File: src/rtl/tac_pkg.sv
package tac_pkg;
   typedef enum logic [1:0] {
      TAC_FULL = 2'b00,
      TAC_LOW  = 2'b01,
      TAC_HIGH = 2'b10,
      TAC_IDLE = 2'b11
   } tac_seg_e;
endpackage

File: src/rtl/tac_slice.sv
// One bit slice: carry-save compression of three bits, then a full adder
// that folds in the majority bit of the previous slice and the ripple carry.
module tac_slice (
   input  logic x_a,
   input  logic x_b,
   input  logic x_c,
   input  logic sh_in,
   input  logic cy_in,
   output logic sum,
   output logic sh_out,
   output logic cy_out
);
   logic par;
   always_comb begin
      par    = x_a ^ x_b ^ x_c;
      sh_out = (x_a & x_b) | (x_a & x_c) | (x_b & x_c);
      {cy_out, sum} = {1'b0, par} + {1'b0, sh_in} + {1'b0, cy_in};
   end
endmodule

File: src/rtl/tac_cell.sv
// One logic cell: SPC slices wired in sequence on both chains.
module tac_cell #(
   parameter int SPC = 2
) (
   input  logic [SPC-1:0] x_a,
   input  logic [SPC-1:0] x_b,
   input  logic [SPC-1:0] x_c,
   input  logic           sh_in,
   input  logic           cy_in,
   output logic [SPC-1:0] sum,
   output logic           sh_out,
   output logic           cy_out
);
   logic [SPC:0] sh_w;
   logic [SPC:0] cy_w;
   assign sh_w[0] = sh_in;
   assign cy_w[0] = cy_in;

   for (genvar s = 0; s < SPC; s++) begin : g_slice
      tac_slice u_slice (
         .x_a   (x_a[s]),
         .x_b   (x_b[s]),
         .x_c   (x_c[s]),
         .sh_in (sh_w[s]),
         .cy_in (cy_w[s]),
         .sum   (sum[s]),
         .sh_out(sh_w[s+1]),
         .cy_out(cy_w[s+1])
      );
   end

   assign sh_out = sh_w[SPC];
   assign cy_out = cy_w[SPC];
endmodule

File: src/rtl/tac_opgate.sv
// Forces the operand bits of a disabled half to zero.
module tac_opgate #(
   parameter int W  = 20,
   parameter int HW = 10
) (
   input  logic [W-1:0] d_in,
   input  logic         lo_en,
   input  logic         hi_en,
   output logic [W-1:0] d_out
);
   assign d_out = {d_in[W-1:HW] & {(W-HW){hi_en}}, d_in[HW-1:0] & {HW{lo_en}}};
endmodule

File: src/rtl/ternary_adder_chain.sv
module ternary_adder_chain
   import tac_pkg::*;
#(
   parameter int CELLS = 10,
   parameter int SPC   = 2
) (
   input  logic                 clk,
   input  logic                 rst_n,
   input  logic [1:0]           seg_sel,
   input  logic                 cascade_en,
   input  logic                 chain_cy_in,
   input  logic                 chain_sh_in,
   input  logic [CELLS*SPC-1:0] op_a,
   input  logic [CELLS*SPC-1:0] op_b,
   input  logic [CELLS*SPC-1:0] op_c,
   output logic [CELLS*SPC-1:0] sum_o,
   output logic                 carry_o,
   output logic                 shared_o
);
   localparam int W      = CELLS * SPC;
   localparam int HCELLS = CELLS / 2;
   localparam int HW     = HCELLS * SPC;
   localparam int TW     = W + 2;

   if (CELLS < 2 || (CELLS % 2) != 0) begin : g_bad_cells
      $error("CELLS must be even and at least 2");
   end
   if (SPC < 1) begin : g_bad_spc
      $error("SPC must be at least 1");
   end

   tac_seg_e seg;
   logic     lo_en, hi_en, cas_cy, cas_sh;
   assign seg    = tac_seg_e'(seg_sel);
   assign lo_en  = (seg == TAC_FULL) || (seg == TAC_LOW);
   assign hi_en  = (seg == TAC_FULL) || (seg == TAC_HIGH);
   assign cas_cy = cascade_en & chain_cy_in;
   assign cas_sh = cascade_en & chain_sh_in;

   logic [W-1:0] ga, gb, gc;
   tac_opgate #(.W(W), .HW(HW)) u_gate_a (.d_in(op_a), .lo_en(lo_en), .hi_en(hi_en), .d_out(ga));
   tac_opgate #(.W(W), .HW(HW)) u_gate_b (.d_in(op_b), .lo_en(lo_en), .hi_en(hi_en), .d_out(gb));
   tac_opgate #(.W(W), .HW(HW)) u_gate_c (.d_in(op_c), .lo_en(lo_en), .hi_en(hi_en), .d_out(gc));

   logic [CELLS:0]   sh_out_w, cy_out_w;
   logic [CELLS-1:0] sh_in_w, cy_in_w;
   logic [W-1:0]     raw_sum;

   for (genvar j = 0; j < CELLS; j++) begin : g_cell
      if (j == 0) begin : g_entry_low
         assign sh_in_w[j] = lo_en & cas_sh;
         assign cy_in_w[j] = lo_en & cas_cy;
      end else if (j == HCELLS) begin : g_entry_high
         assign sh_in_w[j] = (seg == TAC_HIGH) ? cas_sh :
                             (seg == TAC_FULL) ? sh_out_w[j] : 1'b0;
         assign cy_in_w[j] = (seg == TAC_HIGH) ? cas_cy :
                             (seg == TAC_FULL) ? cy_out_w[j] : 1'b0;
      end else begin : g_link
         assign sh_in_w[j] = sh_out_w[j];
         assign cy_in_w[j] = cy_out_w[j];
      end

      tac_cell #(.SPC(SPC)) u_cell (
         .x_a   (ga[j*SPC +: SPC]),
         .x_b   (gb[j*SPC +: SPC]),
         .x_c   (gc[j*SPC +: SPC]),
         .sh_in (sh_in_w[j]),
         .cy_in (cy_in_w[j]),
         .sum   (raw_sum[j*SPC +: SPC]),
         .sh_out(sh_out_w[j+1]),
         .cy_out(cy_out_w[j+1])
      );
   end
   assign sh_out_w[0] = 1'b0;
   assign cy_out_w[0] = 1'b0;

   logic [W-1:0] sum_nxt;
   logic         cy_nxt, sh_nxt;
   always_comb begin
      sum_nxt = {raw_sum[W-1:HW] & {(W-HW){hi_en}}, raw_sum[HW-1:0] & {HW{lo_en}}};
      unique case (seg)
         TAC_LOW:              begin cy_nxt = cy_out_w[HCELLS]; sh_nxt = sh_out_w[HCELLS]; end
         TAC_FULL, TAC_HIGH:   begin cy_nxt = cy_out_w[CELLS];  sh_nxt = sh_out_w[CELLS];  end
         default:              begin cy_nxt = 1'b0;             sh_nxt = 1'b0;             end
      endcase
   end

   always_ff @(posedge clk or negedge rst_n) begin
      if (!rst_n) begin
         sum_o    <= '0;
         carry_o  <= 1'b0;
         shared_o <= 1'b0;
      end else begin
         sum_o    <= sum_nxt;
         carry_o  <= cy_nxt;
         shared_o <= sh_nxt;
      end
   end

   AST_FULL_TOTAL: assert property (@(posedge clk) disable iff (!rst_n)
      (seg_sel == 2'b00) |=>
         (TW'(sum_o) + (TW'(carry_o) << W) + (TW'(shared_o) << W)) ==
         $past(TW'(op_a) + TW'(op_b) + TW'(op_c) + TW'(cascade_en & chain_cy_in)
               + TW'(cascade_en & chain_sh_in)));

   AST_SHARED_MAJ: assert property (@(posedge clk) disable iff (!rst_n)
      (seg_sel == 2'b00) |=>
         shared_o == $past((op_a[W-1] & op_b[W-1]) | (op_a[W-1] & op_c[W-1]) |
                           (op_b[W-1] & op_c[W-1])));

   AST_LOW_UPPER_ZERO: assert property (@(posedge clk) disable iff (!rst_n)
      (seg_sel == 2'b01) |=> (sum_o[W-1:HW] == '0));

   AST_HIGH_LOWER_ZERO: assert property (@(posedge clk) disable iff (!rst_n)
      (seg_sel == 2'b10) |=> (sum_o[HW-1:0] == '0));

   AST_IDLE_QUIET: assert property (@(posedge clk) disable iff (!rst_n)
      (seg_sel == 2'b11) |=> (sum_o == '0 && !carry_o && !shared_o));
endmodule

File: config.mk
export PLATFORM = sky130hd
export DESIGN_NAME = ternary_adder_chain
export DESIGN_NICKNAME = d
export VERILOG_FILES = /design/src/rtl/tac_pkg.sv /design/src/rtl/tac_slice.sv /design/src/rtl/tac_cell.sv /design/src/rtl/tac_opgate.sv /design/src/rtl/ternary_adder_chain.sv
export SDC_FILE = /design/constraint.sdc
export NUM_CORES = 1
export LEC_CHECK = 0
export BUFFER_PORTS_ARGS = -buffer_cell sky130_fd_sc_hd__buf_2
export CAP_MARGIN = 0
export CORE_AREA = 2 2 94 96
export CTS_BUF_LIST = sky130_fd_sc_hd__clkbuf_4
export DETAILED_ROUTE_END_ITERATION = 8
export DIE_AREA = 0 0 96 98
export HOLD_SLACK_MARGIN = 0.1
export PLACE_DENSITY = 0.44
export SYNTH_ARGS = -nofsm -noshare
export SYNTH_HDL_FRONTEND = slang
export SYNTH_SLANG_ARGS = --single-unit
File: constraint.sdc
create_clock -name clk -period 0.8 [get_ports clk]
set_input_delay 0.12 -clock clk [delete_from_list [all_inputs] [get_ports clk]]
set_output_delay 0.12 -clock clk [all_outputs]
set_load 0.05 [all_outputs]
==> results of run 1 <==
-- metrics by stage --
step                      cell area, µm²  TNS [ps]
after floorplan                     2140    -92740
after global placement              2740    -93470
after detailed placement            2740    -94210
after CTS                           3060    -89730
after global routing                3140    -91950
final                               3140    -89060
-- placed cells by master (no fill, tap or decap) --
| cell | synthesis | layout |
|---|---|---|
| nor2b_4 | 0 | 3 |
| buf_12 | 0 | 3 |
| buf_6 | 2 | 26 |
| bufinv_16 | 0 | 1 |
| clkbuf_4 | 0 | 3 |
| nor2_2 | 0 | 9 |
| inv_1 | 35 | 35 |
| nand2b_1 | 7 | 4 |
| buf_8 | 0 | 2 |
| nor2_1 | 20 | 11 |
| nor2b_1 | 54 | 51 |
| nand2b_4 | 0 | 3 |
| fa_1 | 40 | 19 |
| nand3_1 | 2 | 2 |
| buf_2 | 7 | 65 |
| buf_4 | 0 | 10 |
| a21o_1 | 2 | 2 |
| nand3b_1 | 2 | 2 |
| mux2i_1 | 2 | 2 |
| dfrtp_1 | 22 | 22 |
| dlygate4sd3_1 | 0 | 4 |
| fa_2 | 0 | 21 |
| or2_4 | 0 | 1 |
-- kinds of logic after synthesis --
family,Yosys count
compound gates,2
fa+ha+maj,40
buf+inv,45
flops,22
mux,2
simple gates,86
-- metal layers --
metal / track usage / wire [µm]
met2: 0.186 / 2580
met1: 0.125 / 1690
met5: 0 / 0
met3: 0.0147 / 203
met4: 0.0330 / 40
-- state kept, by name, summed over array words and instances, names as in the netlist --
name      count
sum_o        20
carry_o       1
shared_o      1
-- layout make-up --
cell class,instances,share of cell area
Multi-Input combinational cell,130,0.461
Timing Repair Buffer,110,0.262
Sequential cell,22,0.175
Tap cell,108,0.0430
Inverter,35,0.0418
Clock inverter,1,0.00957
Clock buffer,3,0.00717
-- final timing paths --
path	from	endpoint	slack, ps
setup / recovery	seg_sel[1]	sum_o[19]	-7340
hold / removal	rst_n	sum_o[0]	200
min in group clk	seg_sel[0]	sum_o[18]	230
max in group asynchronous	rst_n	sum_o[8]	240
-- critical path, delay by kind of cell --
family / cells / cell delay (ps)
adder cells (fa/ha/maj): 21 / 7520
AND/OR/NAND/NOR: 3 / 410
AO/OA/AOI/OAI: 1 / 190
buffers and inverters: 1 / 100
-- timing repair --
| item | CTS | global route |
|---|---|---|
| endpoints found under the setup margin | 44 | 44 |
| hold buffers | 1 | 3 |
| gates resized for setup | 65 | 14 |
| endpoints found under the hold margin | 25 | 1 |
| buffers inserted | 3 | 5 |
| gates cloned | 1 | 0 |
| pin swaps | 5 | 7 |
-- power breakdown --
group | total [µW] | internal [µW] | switching (µW)
sequential | 1380 | 1300 | 87.5
clock | 871 | 506 | 365
combinational | 2450 | 1030 | 1420
total | 4710 | 2840 | 1870
==> summary.md, run 1 <==
| Metric | Value |
|---|---|
| Status | complete, but fails checks |
| Failing checks | negative setup slack |
| Placeable Area | around 0.0085 mm² |
| Power, Total | 4710 µW |
| Number of synthesized flops with an enable pin | 0 |
| Main synth FF type | dfrtp_1 |
| Worst slew margin | 0.802 |
| Die area | 0.00941 mm² |
| Fill cells | 867 |
| CP Capture Type | flip-flop |
| WP data arrival | 8360 ps |
| WL final | about 4500 µm |
| Max Fanout on Critical Path | 5 |
| # IOs | slightly below 90 |
| Place WS | -7760 ps |
| P per Cell Area | 1500 mW/mm² |
| Finished Layout Cells | 409 |
| Leak | approximately 0.0015 µW |
| Worst Max-Slew Pin Slew | 297 ps |
| Critical Path Most Common Cell | fa_2 |
| Gr usage total | 0.104 |
| Grt total ovfl | 0 |
| Max_cap viols | 0 |
| Layout Utilization | 0.371 |
| Initial DRC count | 7 |
| Post-Synth Simple-Gate Area | 0.236 |
| CTS Buf Count | 3 |
| Largest cells by area after synthesis | fa_1 39%, dfrtp_1 27%, nor2b_1 16% |
| Post-route DRC | 0 |
| Syn Std Cell Area | between 0.002 and 0.0025 mm² |
| Biggest cell delay along the critical path | 520 ps |
| Post-synthesis xor/xnor area fraction | 0 |
| Clock sink count | 22 |
| Clock slew at reported path FFs | 130 ps |
| Critical Path RT | 1020 ps |
| FFs w/ async S/R, synth | 1.00 |
| Worst setup margin | -7340 ps |
| Register area share after synthesis | 0.266 |
| Post-synthesis net count | 304 |
| Yosys top cell by area | fa_1 |
| RSZ-0062 raised after global routing | yes |
| Die span in y | 98 µm |
| Synth top area share | 0.387 |
| Final Setup Violations | 44 |
| Crit Path Category | in2reg |
| Layout cells sized above 1 | 0.488 |
| CTS Buffer Depth | 2 |
| Synth-to-layout area growth | 51.8% |
| Routability cong. | 0.714 |
| Crit path launch type | input port |
| Htree depth | 1 |
| Final ANT Viol Nets | 0 |
| Synth top cells by count | 54 x nor2b_1, 40 x fa_1, 35 x inv_1, 22 x dfrtp_1, 20 x nor2_1 |
| Layout Nets | between 400 and 500 |
| Ant diodes | 0 |
| Synth unique cells | 14 |
| Final HPWL DP | 3950 µm |
| Peak VDD IR | 530 µV |
| Hold Path Class | in2async |
| Starting Density | 0.244 |
| Syn. warnings | 0 |
| Placed Cells | between 300 and 400 |
| Cells after Synth | between 150 and 200 |
| Mux share of post-synthesis cell area | 0.00968 |
| Worst path slowest cell | fa_2 |
| Multi-input gate area | 0.00145 mm² |
| Synth Area in Adders | 0.387 |
| Row cnt | 34 |
| Die Width | 96 µm |
| Final period util | 10.2 |
| Vias in the first global route | 1,661 |
| Via count | approximately 1,600 |
| I/O Buffers | 88 |
| CTS tree | built |
| First-pass GRT wire length | between 7000 and 8000 µm |
| Most common cell in the netlist | nor2b_1 |
| Max Transition Viols Final | 0 |
| Main combinational cell family by area after synthesis | adder cells |
| Drt first pass iters | 2 |
| Initial antenna violation count | 0 |
| Fmax | roughly 120 MHz |
| Wirelength per Cell | approximately 11 µm |
| Final Hold Violating Endpoints | 0 |
| Fin crit period | about 8100 ps |
| FF/Latch Area | 551 µm² |
| Root buf cell | clkbuf_4 |
| DR vias/cell | ~3.8 |
| Largest net degree at the start of global routing | 22 |
| Synth Area in Compound Gates | 0.00726 |
| Hold WS | 202 ps |
| Post-synthesis average cell area | between 10 and 15 µm² |
| Synth Register Bits | 22 |
(Power assumes the default switching activity.)
==> inputs of run 2 (changes only) <==
Settings changed: CTS_CLUSTER_SIZE from default to 28, PLACE_DENSITY 0.44 to 0.46.
Clock period 0.8 ns to 6.7 ns, I/O delays scaled along.
==> run 2 against run 1 <==
  * The flow still finishes with violations (negative setup slack)
  * Hold slack better by 450 ps
  * Routed wire length is 8.5% lower
  * Count of clock-buffer cells in the layout stayed put
  * Non-clock buffer count is 12 lower
  * Critical endpoint unchanged
  * Total power is 90% lower
  * Largest cell class unchanged
  * First-iteration DRC count grew to 2.6 times the previous value
  * Critical path depth stayed put
  * Design area is 12% lower
  * Flip-flop and latch count stayed put
  * Worst setup slack better by 5000 ps
==> summary.md, run 2 (synthesis gave the netlist of run 1 again) <==
| Metric | Value |
|---|---|
| Status | complete, but fails checks (unchanged) |
| Failing checks | negative setup slack (unchanged) |
| I/O Buffers | 88 (unchanged) |
| Critical Path RT | 6900 ps (was 1020 ps) |
| Crit Path Category | in2reg (unchanged) |
| Worst slew margin | 0.652 (was 0.802) |
| Final HPWL DP | 3700 µm (was 3950 µm) |
| Die area | 0.00941 mm² (unchanged) |
| Final period util | 1.35 |
| Max reg flops | 20 (unchanged) |
| Placed Cells | 392 (was 394) |
| # IOs | 89 (unchanged) |
| Fmax | 110 MHz |
| Htree depth | 1 (unchanged) |
| Max Fanout on Critical Path | 6 (was 5) |
| NetSw | 209 µW (was 1870 µW) |
| Wirelength per Cell | 10.4 µm (was 11.0 µm) |
| First-pass GRT wire length | 7170 µm (was 7510 µm) |
| Clock sink count | 22 (unchanged) |
| Register with the most flip-flops | sum_o (unchanged) |
| Via count | 1,516 (was 1,569) |
| Leak | 0.00132 µW (was 0.00146 µW) |
| CTS Buffer Depth | 2 (unchanged) |
| Clock slew at reported path FFs | 130 ps (about the same) |
| Most frequent cells in the layout | 87 x buf_2, 54 x nor2b_1, 35 x inv_1, 22 x dfrtp_1 (was 65 x buf_2, 51 x nor2b_1, 35 x inv_1, 26 x buf_6, 22 x dfrtp_1) |
| Final Setup Violations | 8 (was 44) |
| Largest registers | sum_o x20, carry_o x1, shared_o x1 (unchanged) |
| Vias in the first global route | 1,675 (was 1,661) |
| Post-route DRC | 0 (unchanged) |
| WL final | 4130 µm (was 4510 µm) |
| Gate power share | 0.523 (was 0.521) |
| Fin crit period | 9060 ps |
| Final ANT Viol Nets | 0 (unchanged) |
| Commonest non-fill, non-tap cell in the layout | buf_2 (unchanged) |
| Drt first pass iters | 3 (was 2) |
| Die Width | 96 µm (unchanged) |
| Max Transition Viols Final | 0 (unchanged) |
| RSZ-0062 raised after global routing | yes (unchanged) |
| Gr usage total | 0.0959 (was 0.104) |
| Peak VDD IR | 51.8 µV (was 530 µV) |
| Ant diodes | 0 (unchanged) |
| Worst Max-Slew Pin Slew | 522 ps (was 297 ps) |
| Internal power | 259 µW (was 2840 µW) |
| Layout cells sized above 1 | 0.433 (was 0.488) |
| CTS tree | built (unchanged) |
| Hold-fix buffers, CTS | 0 (was 1) |
| Final Hold Violating Endpoints | 0 (unchanged) |
| Starting Density | 0.244 (unchanged) |
| Hold Path Class | in2async (unchanged) |
| Flop pwr share | 0.341 (was 0.294) |
| Clock power share | 0.137 (was 0.185) |
| Sw frac | 0.447 (was 0.397) |
| Finished Layout Cells | 397 (was 409) |
| Synth-to-layout area growth | 33.6% (was 51.8%) |
| Grt total ovfl | 0 (unchanged) |
| Crit path launch type | input port (unchanged) |
| P per Cell Area | 169 mW/mm² (was 1500 mW/mm²) |
| Routability cong. | 0.747 (was 0.714) |
| Initial antenna violation count | 0 (unchanged) |
| Die span in y | 98 µm (unchanged) |
| CP Capture Type | flip-flop (unchanged) |
| Root buf cell | clkbuf_4 (unchanged) |
| Worst setup margin | -2360 ps (was -7340 ps) |
| CTS Buf Count | 3 (unchanged) |
| Row cnt | 34 (unchanged) |
| Max_cap viols | 0 (unchanged) |
| WP data arrival | 9260 ps (was 8360 ps) |
| Largest net degree at the start of global routing | 27 (was 22) |
| Initial DRC count | 18 (was 7) |
| DR vias/cell | 3.82 (was 3.84) |
| Placeable Area | 0.00847 mm² (unchanged) |
| Hold WS | 651 ps (was 202 ps) |
| Layout Nets | 397 (was 409) |
[run 2: changes by cell type in the layout (fill, tap and decap cells not counted), sizes merged]
| cell | delta |
|---|---|
| buf | -8 |
| dlygate4sd3 | -4 |
| bufinv | -1 |
| clkinv | +1 |
[run 2: final timing paths]
kind | cells after the start | from | end
worst min-delay path | 1 | rst_n | sum_o[18]
min in group clk | 3 | seg_sel[1] | sum_o[0]
worst max-delay path | 26 | seg_sel[1] | sum_o[19]
max in group asynchronous | 1 | rst_n | sum_o[0]
[run 2: final cells by class]
class	count	area, µm²
clock buffers	3	22.5
clock inverters	1	3.75
fillers	887	5700
inverters	35	131
multi-input cells	130	1390
flip-flops and latches	22	551
well taps	108	135
repair buffers	98	526
[run 2: per-stage QoR]
stage,area [µm²],utilization,power (µW),TNS (ps),worst slack [ps]
final,2760,0.326,468,-11480,-2360
after global routing,2760,0.326,510,-13150,-2580
after CTS,2750,0.325,479,-11770,-2400
after detailed placement,2710,0.320,412,-15590,-2790
after global placement,2710,0.320,412,-15030,-2710
after floorplan,2140,-,341,-14090,-2600
[run 2: metal layers]
layer / part of all wire / track usage / up-vias
met5: 0 / 0 / -
met2: 0.55 / 0.173 / 32
li1: - / - / 739
met3: 0.042 / 0.00849 / 2
met4: 0.0097 / 0.0297 / 0
met1: 0.39 / 0.119 / 743
[run 2: power by group through the flow]
stage / Sequential, µW / Clock [µW] / Combinational, µW
6_report: 159 / 63.9 / 245
5_1_grt: 162 / 72.0 / 276
4_1_cts: 160 / 68.0 / 251
3_5_place_dp: 163 / 0 / 249
3_3_place_gp: 163 / 0 / 249
2_1_floorplan: 245 / 0 / 96.4
[run 2: timing repair]
item	in CTS	in global routing
buffers inserted	0	1
setup endpoints to repair	9	9
gates resized for setup	5	1
pin swaps	0	1
[run 2: worst max-delay path: stages]
cell and delay (ps):
buf_8 110, nand2b_4 130, fa_1 490, fa_2 350, fa_2 340, fa_2 340
fa_2 340, fa_2 340, fa_2 340, fa_2 340, fa_2 340, fa_2 340
fa_2 330, or2_4 240, a21o_1 190, fa_2 340, fa_2 350, fa_2 350
fa_2 340, fa_2 350, fa_2 350, fa_2 350, fa_2 340, fa_2 340
fa_2 520, nor2_1 40
==> inputs of run 3 (changes only) <==
Settings changed: GPL_TIMING_DRIVEN from default to 0.
==> run 3 against run 2 <==
  * The flow still finishes with violations (negative setup slack)
  * Count of clock-buffer cells in the layout stayed put
  * Flip-flop and latch count stayed put
  * Worst setup slack worse by 170 ps
  * Routed wire length is 9.0% higher
  * Design area is 0.18% lower
  * Maximum frequency is 1.9% lower
  * Utilization is 0.059 points lower
  * Clock power is 1% higher
  * Sequential power hardly changed
  * Hold slack worse by 1.1 ps
  * Combinational power hardly changed
  * Sequential share of layout area hardly changed
  * Largest cell class unchanged
  * Largest power group unchanged
==> summary.md, run 3 (synthesis gave the netlist of run 1 again) <==
| Metric | Value |
|---|---|
| DRT met1 WL | 1880 µm (was 1620 µm) |
| Hold-fix buffers, CTS | 0 (unchanged) |
| Worst slew margin | 0.651 (was 0.652) |
| Most frequent cells in the layout | 92 x buf_2, 54 x nor2b_1, 35 x inv_1, 22 x dfrtp_1 (was 87 x buf_2, 54 x nor2b_1, 35 x inv_1, 22 x dfrtp_1) |
| CTS Buffer Depth | 2 (unchanged) |
| Place WS | -2960 ps (was -2790 ps) |
| Worst Max-Slew Pin Slew | 524 ps (was 522 ps) |
| Wirelength per Cell | 11.3 µm (was 10.4 µm) |
| Largest registers | sum_o x20, carry_o x1, shared_o x1 (unchanged) |
| Status | complete, but fails checks (unchanged) |
| Max Transition Viols Final | 0 (unchanged) |
| Final Hold Violating Endpoints | 0 (unchanged) |
| Clock sink count | 22 (unchanged) |
| Starting Density | 0.244 (unchanged) |
| Row cnt | 34 (unchanged) |
| Top layer used by detailed routing | met4 (unchanged) |
| First-pass GRT wire length | 7490 µm (was 7170 µm) |
| CTS tree | built (unchanged) |
| Die area | 0.00941 mm² (unchanged) |
| RSZ-0062 raised after global routing | yes (unchanged) |
| Placeable Area | 0.00847 mm² (unchanged) |
| Max reg flops | 20 (unchanged) |
| Placed Cells | 391 (was 392) |
| Final HPWL DP | 3930 µm (was 3700 µm) |
| Met2 Wirelength | 2360 µm (was 2290 µm) |
| Hold Path Class | in2async (unchanged) |
| Clock slew at reported path FFs | 130 ps (about the same) |
| Initial antenna violation count | 0 (unchanged) |
| Worst setup margin | -2530 ps (was -2360 ps) |
| P per Cell Area | 170 mW/mm² (was 169 mW/mm²) |
| Layout Utilization | 0.326 (about the same) |
| Drt first pass iters | 4 (was 3) |
| Metal3 WL | 194 µm (was 173 µm) |
| Fmax | 108 MHz (was 110 MHz) |
| DR vias/cell | 3.88 (was 3.82) |
| Routability cong. | 0.767 (was 0.747) |
| Largest net degree at the start of global routing | 23 (was 27) |
| Gr usage total | 0.105 (was 0.0959) |
| Final period util | 1.38 (was 1.35) |
| Failing checks | negative setup slack (unchanged) |
| Setup_tns | -12,840 ps (was -11,480 ps) |
| Die span in y | 98 µm (unchanged) |
| Max Fanout on Critical Path | 4 (was 6) |
| Finished Layout Cells | 397 (unchanged) |
| Peak VDD IR | 42.6 µV (was 51.8 µV) |
| Initial DRC count | 12 (was 18) |
| WL final | 4500 µm (was 4130 µm) |
| Synth-to-layout area growth | 33.3% (was 33.6%) |
| Commonest non-fill, non-tap cell in the layout | buf_2 (unchanged) |
| Layout Nets | 397 (unchanged) |
| WP data arrival | 9440 ps (was 9260 ps) |
| CTS Buf Count | 3 (unchanged) |
| Leak | 0.00132 µW (about the same) |
| Critical Path RT | 6910 ps (was 6900 ps) |
| Htree depth | 1 (unchanged) |
| Register with the most flip-flops | sum_o (unchanged) |
| CP Capture Type | flip-flop (unchanged) |
| Via count | 1,539 (was 1,516) |
| Post-route DRC | 0 (unchanged) |
| Root buf cell | clkbuf_4 (unchanged) |
| Grt total ovfl | 0 (unchanged) |
| Power, Total | 468 µW (about the same) |
| Vias in the first global route | 1,574 (was 1,675) |
| Die Width | 96 µm (unchanged) |
| Ant diodes | 0 (unchanged) |
| Crit Path Category | in2reg (unchanged) |
| Final Setup Violations | 9 (was 8) |
| Max_cap viols | 0 (unchanged) |
| Fin crit period | 9230 ps (was 9060 ps) |
| I/O Buffers | 86 (was 88) |
| Layout cells sized above 1 | 0.429 (was 0.433) |
| Crit path launch type | input port (unchanged) |
| # IOs | 89 (unchanged) |
| Final ANT Viol Nets | 0 (unchanged) |
[run 3: cell count changes in the layout (fill, tap and decap cells not counted), sizes merged]
cell	delta
buf	-1
clkbuf	+1
[run 3: final timing paths]
path                             from         to  slack, ps  depth (start not counted)
hold / removal                  rst_n   sum_o[7]        650                          1
min in group clk           seg_sel[0]    carry_o       1160                          3
max in group asynchronous       rst_n  sum_o[15]       5700                          1
setup / recovery           seg_sel[1]  sum_o[19]      -2530                         27
[run 3: worst max-delay path, stage by stage]
cell and delay (ps):
buf_12 100, buf_6 110, nand2b_4 130, fa_1 500
fa_2 360, fa_2 340, fa_2 340, fa_2 340
fa_2 350, fa_2 360, fa_2 340, fa_2 350
fa_2 340, fa_2 330, or2_4 250, a21o_1 190
fa_2 340, fa_2 350, fa_2 350, fa_2 350
fa_2 350, fa_2 350, fa_2 340, fa_2 340
fa_2 360, fa_2 530, nor2_1 40
[run 3: layout make-up]
cell class / instances / area (µm²)
buffer: 10 / 77.6
clock buffer: 3 / 22.5
clock inverter: 1 / 3.75
fill: 919 / 5710
inverter: 35 / 131
multi-input combinational: 130 / 1390
sequential: 22 / 551
tap: 108 / 135
timing repair buffer: 88 / 445
[run 3: metrics by stage]
stage / hold WS, ps / instance area (µm²)
2_1_floorplan: 709 / 2140
3_3_place_gp: 1020 / 2710
3_5_place_dp: 1020 / 2710
4_1_cts: 655 / 2760
5_1_grt: 674 / 2760
6_report: 650 / 2760
[run 3: per-layer routing]
metal / vias to the layer above / global-route usage
met5: - / 0
met4: 0 / 0.0374
met3: 4 / 0.0116
met2: 34 / 0.178
met1: 759 / 0.136
li1: 742 / -
[run 3: timing repair]
| item | in CTS | in global routing |
|---|---|---|
| gates resized for setup | 3 | 0 |
| pin swaps | 2 | 4 |
| buffers inserted | 2 | 0 |
| cloned | 0 | 0 |
| endpoints found under the setup margin | 9 | 9 |
[run 3: where the power goes]
group	switching, µW	total, µW	internal [µW]
clock	43.0	64.7	21.7
combinational	163	245	81.9
sequential	4.39	159	154
